## src/rtl/regwin_pkg.sv

```systemverilog
package regwin_pkg;
  localparam int unsigned ADDR_W = 8;
  localparam int unsigned IDX_W  = 6;
  localparam int unsigned WIN_W  = ADDR_W - IDX_W;
  localparam logic [IDX_W-1:0] EXT_BASE   = 6'h25;
  localparam logic [IDX_W-1:0] UPPER_BASE = 6'h20;

  typedef enum logic [1:0] {
    MODE_PLAIN = 2'b00,
    MODE_ALT   = 2'b01,
    MODE_MUX   = 2'b10,
    MODE_BAD   = 2'b11
  } mode_e;

  function automatic logic window_match(input logic [ADDR_W-1:0] a,
                                        input logic [WIN_W-1:0] w);
    return a[ADDR_W-1 -: WIN_W] == w;
  endfunction

  function automatic logic idx_allowed(input logic leg, input logic [1:0] m,
                                       input logic hs, input logic [IDX_W-1:0] i);
    if (!leg) return m != MODE_BAD;
    if (i >= EXT_BASE) return 1'b0;
    if ((m == MODE_BAD || hs) && i >= UPPER_BASE) return 1'b0;
    return 1'b1;
  endfunction
endpackage

```

## src/rtl/regwin_window.sv

```systemverilog
module regwin_window #(
  parameter int unsigned ADDR_W = regwin_pkg::ADDR_W,
  parameter int unsigned IDX_W  = regwin_pkg::IDX_W,
  localparam int unsigned WIN_W = ADDR_W - IDX_W
) (
  input  logic [ADDR_W-1:0] addr,
  input  logic [WIN_W-1:0]  win,
  output logic              hit,
  output logic [IDX_W-1:0]  idx
);
  assign hit = regwin_pkg::window_match(addr, win);
  assign idx = addr[IDX_W-1:0];
endmodule

```

## src/rtl/regwin_strobe.sv

```systemverilog
module regwin_strobe (
  input  logic cs_n,
  input  logic rd_n,
  input  logic wr_n,
  output logic rd_req,
  output logic wr_req
);
  assign rd_req = !cs_n && !rd_n && wr_n;
  assign wr_req = !cs_n && !wr_n && rd_n;
endmodule

```

## src/rtl/regwin_permit.sv

```systemverilog
module regwin_permit #(
  parameter int unsigned IDX_W = regwin_pkg::IDX_W
) (
  input  logic             legacy,
  input  logic [1:0]       mode_pin,
  input  logic             hi_strap,
  input  logic [IDX_W-1:0] idx,
  output logic             ok
);
  assign ok = regwin_pkg::idx_allowed(legacy, mode_pin, hi_strap, idx);
endmodule

```

## src/rtl/regwin_decoder.sv

```systemverilog
module regwin_decoder (
  input  logic       clk,
  input  logic       rst_n,
  input  logic       cs_n,
  input  logic       rd_n,
  input  logic       wr_n,
  input  logic [7:0] addr,
  input  logic [1:0] win_strap,
  input  logic       hi_strap,
  input  logic [1:0] mode_pin,
  input  logic       legacy,
  output logic       acc_sel,
  output logic [5:0] reg_idx,
  output logic       rd_oe,
  output logic       wr_en,
  output logic       bus_mux
);
  import regwin_pkg::*;

  logic             win_hit;
  logic [IDX_W-1:0] win_idx;
  logic             rd_req, wr_req;
  logic             idx_ok;
  logic             go;

  regwin_window #(.ADDR_W(ADDR_W), .IDX_W(IDX_W)) u_win (
    .addr(addr), .win(win_strap), .hit(win_hit), .idx(win_idx)
  );

  regwin_strobe u_stb (
    .cs_n(cs_n), .rd_n(rd_n), .wr_n(wr_n), .rd_req(rd_req), .wr_req(wr_req)
  );

  regwin_permit #(.IDX_W(IDX_W)) u_perm (
    .legacy(legacy), .mode_pin(mode_pin), .hi_strap(hi_strap),
    .idx(win_idx), .ok(idx_ok)
  );

  assign go = win_hit && idx_ok && (rd_req || wr_req);

  always_ff @(posedge clk or negedge rst_n) begin
    if (!rst_n) begin
      acc_sel <= 1'b0;
      reg_idx <= '0;
      rd_oe   <= 1'b0;
      wr_en   <= 1'b0;
      bus_mux <= 1'b0;
    end else begin
      acc_sel <= go;
      reg_idx <= go ? win_idx : '0;
      rd_oe   <= go && rd_req;
      wr_en   <= go && wr_req;
      bus_mux <= (mode_pin == MODE_MUX);
    end
  end
endmodule

```

## config.mk

```make
export PLATFORM = sky130hd
export DESIGN_NAME = regwin_decoder
export DESIGN_NICKNAME = d
export VERILOG_FILES = /design/src/rtl/regwin_pkg.sv /design/src/rtl/regwin_window.sv /design/src/rtl/regwin_strobe.sv /design/src/rtl/regwin_permit.sv /design/src/rtl/regwin_decoder.sv
export SDC_FILE = /design/constraint.sdc
export NUM_CORES = 1
export LEC_CHECK = 0
export BUFFER_PORTS_ARGS = -buffer_cell sky130_fd_sc_hd__clkbuf_2
export CAP_MARGIN = 40
export CORE_AREA = 2 2 39 41
export DETAILED_ROUTE_END_ITERATION = 12
export DIE_AREA = 0 0 41 43
export PLACE_DENSITY = 0.71
export SLEW_MARGIN = 25
export SYNTH_ARGS = -nofsm -noshare
export SYNTH_HDL_FRONTEND = slang
export SYNTH_SLANG_ARGS = --single-unit
```

## constraint.sdc

```tcl
create_clock -name clk -period 1 [get_ports clk]
set_input_delay 0.1 -clock clk [delete_from_list [all_inputs] [get_ports clk]]
set_output_delay 0.1 -clock clk [all_outputs]
set_load 0.05 [all_outputs]
```

### Word level (Yosys, flattened, before mapping)

Index checks and enable logic that the tools add are counted.

| word-level totals | value |
|---|---|
| register bits | 10 |
| input bits | 19 |
| output and inout bits | 10 |
| logic and storage cells | 37 |

| operators by class | value |
|---|---|
| $lt $le $gt $ge | 2 |
| equal/unequal tests | 4 |
| mux-type cells | 12 |
| reduce and logical (&&, ||, !) cells | 14 |

Operators with widths:

| operator | number |
|---|---|
| 6-bit greater-or-equal comparator (second input constant) | 2 |
| 1-bit two-way mux | 11 |
| 1-bit logical AND | 9 |
| 6-bit two-way mux | 1 |
| 2-bit equality test (second input constant) | 2 |
| 1-bit logical NOT | 3 |
| 2-bit equality test | 1 |
| 1-bit logical OR | 2 |
| 2-bit != test (second input constant) | 1 |

### Longest topological paths before layout

| logic depth | value |
|---|---|
| depth in word-level cells | 12 |
| depth in mapped cells | 3 |
| mapped depth without buffers | 3 |

### Cells and area by module

A second synthesis with hierarchy kept.

| unflattened totals | value |
|---|---|
| cell total of the unflattened synthesis | 41 |
| area, all modules | 498.0 um^2 |

By module, submodules not included:

| module | instances | cells an instance | area each (um^2) | seq. area each (um^2) |
|---|---|---|---|---|
| regwin_decoder | 1 | 24 | 374.1 | 250.2 |
| regwin_window | 1 | 9 | 66.3 | 0.0 |
| regwin_permit | 1 | 6 | 42.5 | 0.0 |
| regwin_strobe | 1 | 2 | 15.0 | 0.0 |

### Worst setup path before layout

OpenSTA, ideal clock, no wires.

| path | value |
|---|---|
| path type | input to register |
| start | input port win_strap[1] |
| end | register rd_oe |
| setup time | 0.105 ns |
| arrival | 0.701 ns |
| data required time | 0.895 ns |
| setup slack | 0.194 ns |
| stages on the path | 3 |
| buffers on the path | 0 |
| cells stage by stage | xnor2_2 -> o2111ai_4 -> nor4b_1 |

| between the ends | value |
|---|---|
| longest elaborated chain between the ends | 4 |

RTL lines:

| item | RTL line | source |
|---|---|---|
| start: declaration | regwin_decoder.sv:8 | `input logic [1:0] win_strap,` |
| 2-bit equality test | regwin_pkg.sv:17 | `return a[ADDR_W-1 -: WIN_W] == w;` |
| 1-bit logical AND (2 in a row) | regwin_decoder.sv:39 | `assign go = win_hit && idx_ok && (rd_req \|\| wr_req);` |
| 1-bit logical AND | regwin_decoder.sv:51 | `rd_oe <= go && rd_req;` |
| end signal: assignment | regwin_decoder.sv:51 |  |
| end: declaration | regwin_decoder.sv:14 | `output logic rd_oe,` |

No other way between the ends.

### Worst setup path in the final report

| path | value |
|---|---|
| start | register reg_idx[3] |
| end | output port reg_idx[3] |

RTL lines:

| item | RTL line | source |
|---|---|---|
| start: declaration | regwin_decoder.sv:13 | `output logic [5:0] reg_idx,` |
| start signal: assignment | regwin_decoder.sv:50 | `reg_idx <= go ? win_idx : '0;` |

No word-level cell between the ends.

==> results.py <==
metrics = {
    "clock_network": {
        "numClockSinks": 10,
        "clock_path_buffers": 2,
        "numCtsBuffers": 3,
        "cts.clk_slew.worst_paths_ns": 0.06,
        "cts_root_buffer": "clkbuf_4",
        "cts_resized": 0,
        "cts_tree": "done",
        "htree_levels": 1,
    },
    "logic_synthesis": {
        "syn-cell-area_um2": 459,
        "yosys.area.top_type": "dfrtp_1",
        "yosysTopAreaCellShare_pct": 54.5,
        "synth_commonest_cells": "10 x dfrtp_1, 8 x nand2_1, 6 x nor3_1, 2 x nor4b_1, 2 x xnor2_2",
        "synth_area_leaders": "dfrtp_1 54%, xnor2_2 7.1%, nor3_1 6.5%, nand2_1 6.5%, o2111ai_4 5.7%",
        "ys_warn_count": 0,
        "ys_seq_elements": 10,
        "yosysMostFrequentCell": "dfrtp_1",
        "synth_edf_count": 0,
        "syn_nets": 55,
        "synth-async-reset-ratio_pct": 100,
        "ys_seq_area_share_pct": 54.5,
        "syn_area_per_cell_um2": 12.8,
        "netlist_instances": 36,
        "synth_cell_type_count": 13,
        "synthFlopType": "dfrtp_1",
    },
    "pwr": {
        "p_per_area_mw_per_mm2": 1400,
        "switching_share_pct": 25.9,
        "p_leak_nw": 0.353,
        "irDropWorstVdd_mv": 0.407,
        "power_switching_mw": 0.248,
        "intPower_mw": 0.710,
        "p_comb_share_pct": 20.0,
        "p_seq_share_pct": 43.5,
        "power_frac_clock_pct": 36.6,
        "power_mw": 0.957,
    },
    "global_route": {
        "grt_pass1_wl_mm": 1.36,
        "track_usage_pct": 11.8,
        "grt_antenna_before_repair": 0,
        "grt_overflow": 0,
        "grt_pass1_vias": 340,
        "grt_most_used_layer": "met2",
        "met1_usage_pct": 11.6,
        "grt_use_met2_pct": 18.8,
        "grt_max_degree": 11,
        "grt_use_met3_pct": 2.09,
    },
    "flow_run": {
        "cap_viol_max_count": 0,
    },
    "floorplanning": {
        "die_y_um": 43,
        "die_w_um": 41,
        "initial_utilization_pct": 33.2,
        "placementRows": 14,
        "io_pins": 29,
        "core-area_mm2": 0.00138,
        "dieArea_mm2": 0.00176,
    },
    "routing": {
        "dr.pass1.iters": 4,
        "wirelength_um": 919,
        "ant_nets": 0,
        "viasPerCell": 4.51,
        "wl_per_cell_um": 10.6,
        "drtIter0Drc": 8,
        "drc_errors": 0,
        "routed-via-count": 392,
    },
    "final_layout": {
        "area_delta_synth_final_pct": 48.8,
        "drive_above_1_share_pct": 54.9,
        "final_cells": 87,
        "fin_util_pct": 49.4,
        "diodes": 0,
        "fin_nets": 91,
    },
    "timing": {
        "drv_slew": 0,
        "period_share_pct": 96.2,
        "max_freq_ghz": 1.04,
        "maxSlewHeadroom_pct": 79.2,
        "period_minus_slack_ns": 0.962,
        "whs_ns": 0.0406,
        "hold_viol_final": 0,
        "setup_violations": 0,
        "rsz0062_at_grt": "no",
        "tightest_slew_ns": 0.311,
    },
    "worst_setup_path": {
        "cpPeakStageDelay_ns": 0.33,
        "critical_path_buf_inv_count": 1,
        "critPathKind": "register to primary output",
        "worstPathMaxFanout": 1,
        "critical_path_required_ns": 0.90,
        "crit_path_cell_trace": "clkbuf_2",
        "critPathTopFamily": "flip-flops",
        "crit_arrival_ns": 0.86,
        "crit_path_start_kind": "register",
        "cp-end-kind": "primary output",
        "cp_slowest_cell": "dfrtp_1",
    },
    "outcome": {
        "status": "finished, final reports clean",
    },
    "place": {
        "dp_cells": 81,
        "place_congestion": 0.685,
        "portBuffers": 28,
    },
    "min_path": {
        "hp-class": "input pin to register",
    },
}
[final cells by class]
class | instances | area (um2)
flip-flops and latches | 10 | 250
inverters | 1 | 3.75
clock buffers | 4 | 36.3
repair buffers | 31 | 168
fillers | 127 | 701
multi-input cells | 25 | 205
well taps | 16 | 20.0
[flip-flops by register name, indices dropped and copies added, names as in the netlist]
| signal | count |
|---|---|
| reg_idx | 6 |
| acc_sel | 1 |
| bus_mux | 1 |
| rd_oe | 1 |
| wr_en | 1 |
[worst paths after layout]
| check | from | end | slack, ns | depth (start not counted) |
|---|---|---|---|---|
| min in group asynchronous | rst_n | reg_idx[5] | 0.23 | 2 |
| max in group asynchronous | rst_n | rd_oe | 0.58 | 2 |
| hold / removal | rd_n | rd_oe | 0.04 | 2 |
| setup / recovery | reg_idx[3] | reg_idx[3] | 0.04 | 1 |
[repair_timing]
action                                 in CTS  in global routing
buffers inserted                            0                  0
setup endpoints to repair                   0                  0
hold buffers                                2                  0
endpoints found under the hold margin      11                  0
[logic make-up after synthesis]
family	Yosys count	share of synthesized area [%]
flops	10	54.5
compound gates	3	12.3
simple gates	19	23.4
xor+xnor	3	8.99
buf+inv	1	0.817
[metal layers]
metal | routed length, um | vias to the layer above
met5 | 0 | -
met2 | 497 | 20
met1 | 329 | 174
met4 | 14 | 0
met3 | 78 | 2
li1 | - | 196
[stage by stage]
stage	setup WS, ns	setup TNS [ns]	cell area (um2)
final	0.0380	0	683
after floorplan	0.194	0	459
after detailed placement	-0.0434	-0.0458	627
after global placement	-0.0538	-0.0538	627
after CTS	0.0285	0	683
after global routing	0.00414	0	683
[power groups by stage]
stage | sequential [mW] | clock (mW) | combinational, mW
5_1_grt | 0.417 | 0.372 | 0.207
3_3_place_gp | 0.423 | 0 | 0.181
2_1_floorplan | 0.459 | 0 | 0.0678
6_report | 0.416 | 0.350 | 0.191
4_1_cts | 0.416 | 0.359 | 0.191
3_5_place_dp | 0.424 | 0 | 0.185
[cell usage in the layout (no fill, tap or decap), drive strengths merged]
master and instances:
a31oi 1, buf 1, clkbuf 32, dfrtp 10
dlygate4sd3 2, inv 1, nand2 8, nor2b 1
nor3 7, nor3b 1, nor4b 2, o2111ai 1
o21ai 1, xnor2 2, xor2 1
Power figures use the tool's default switching activity.
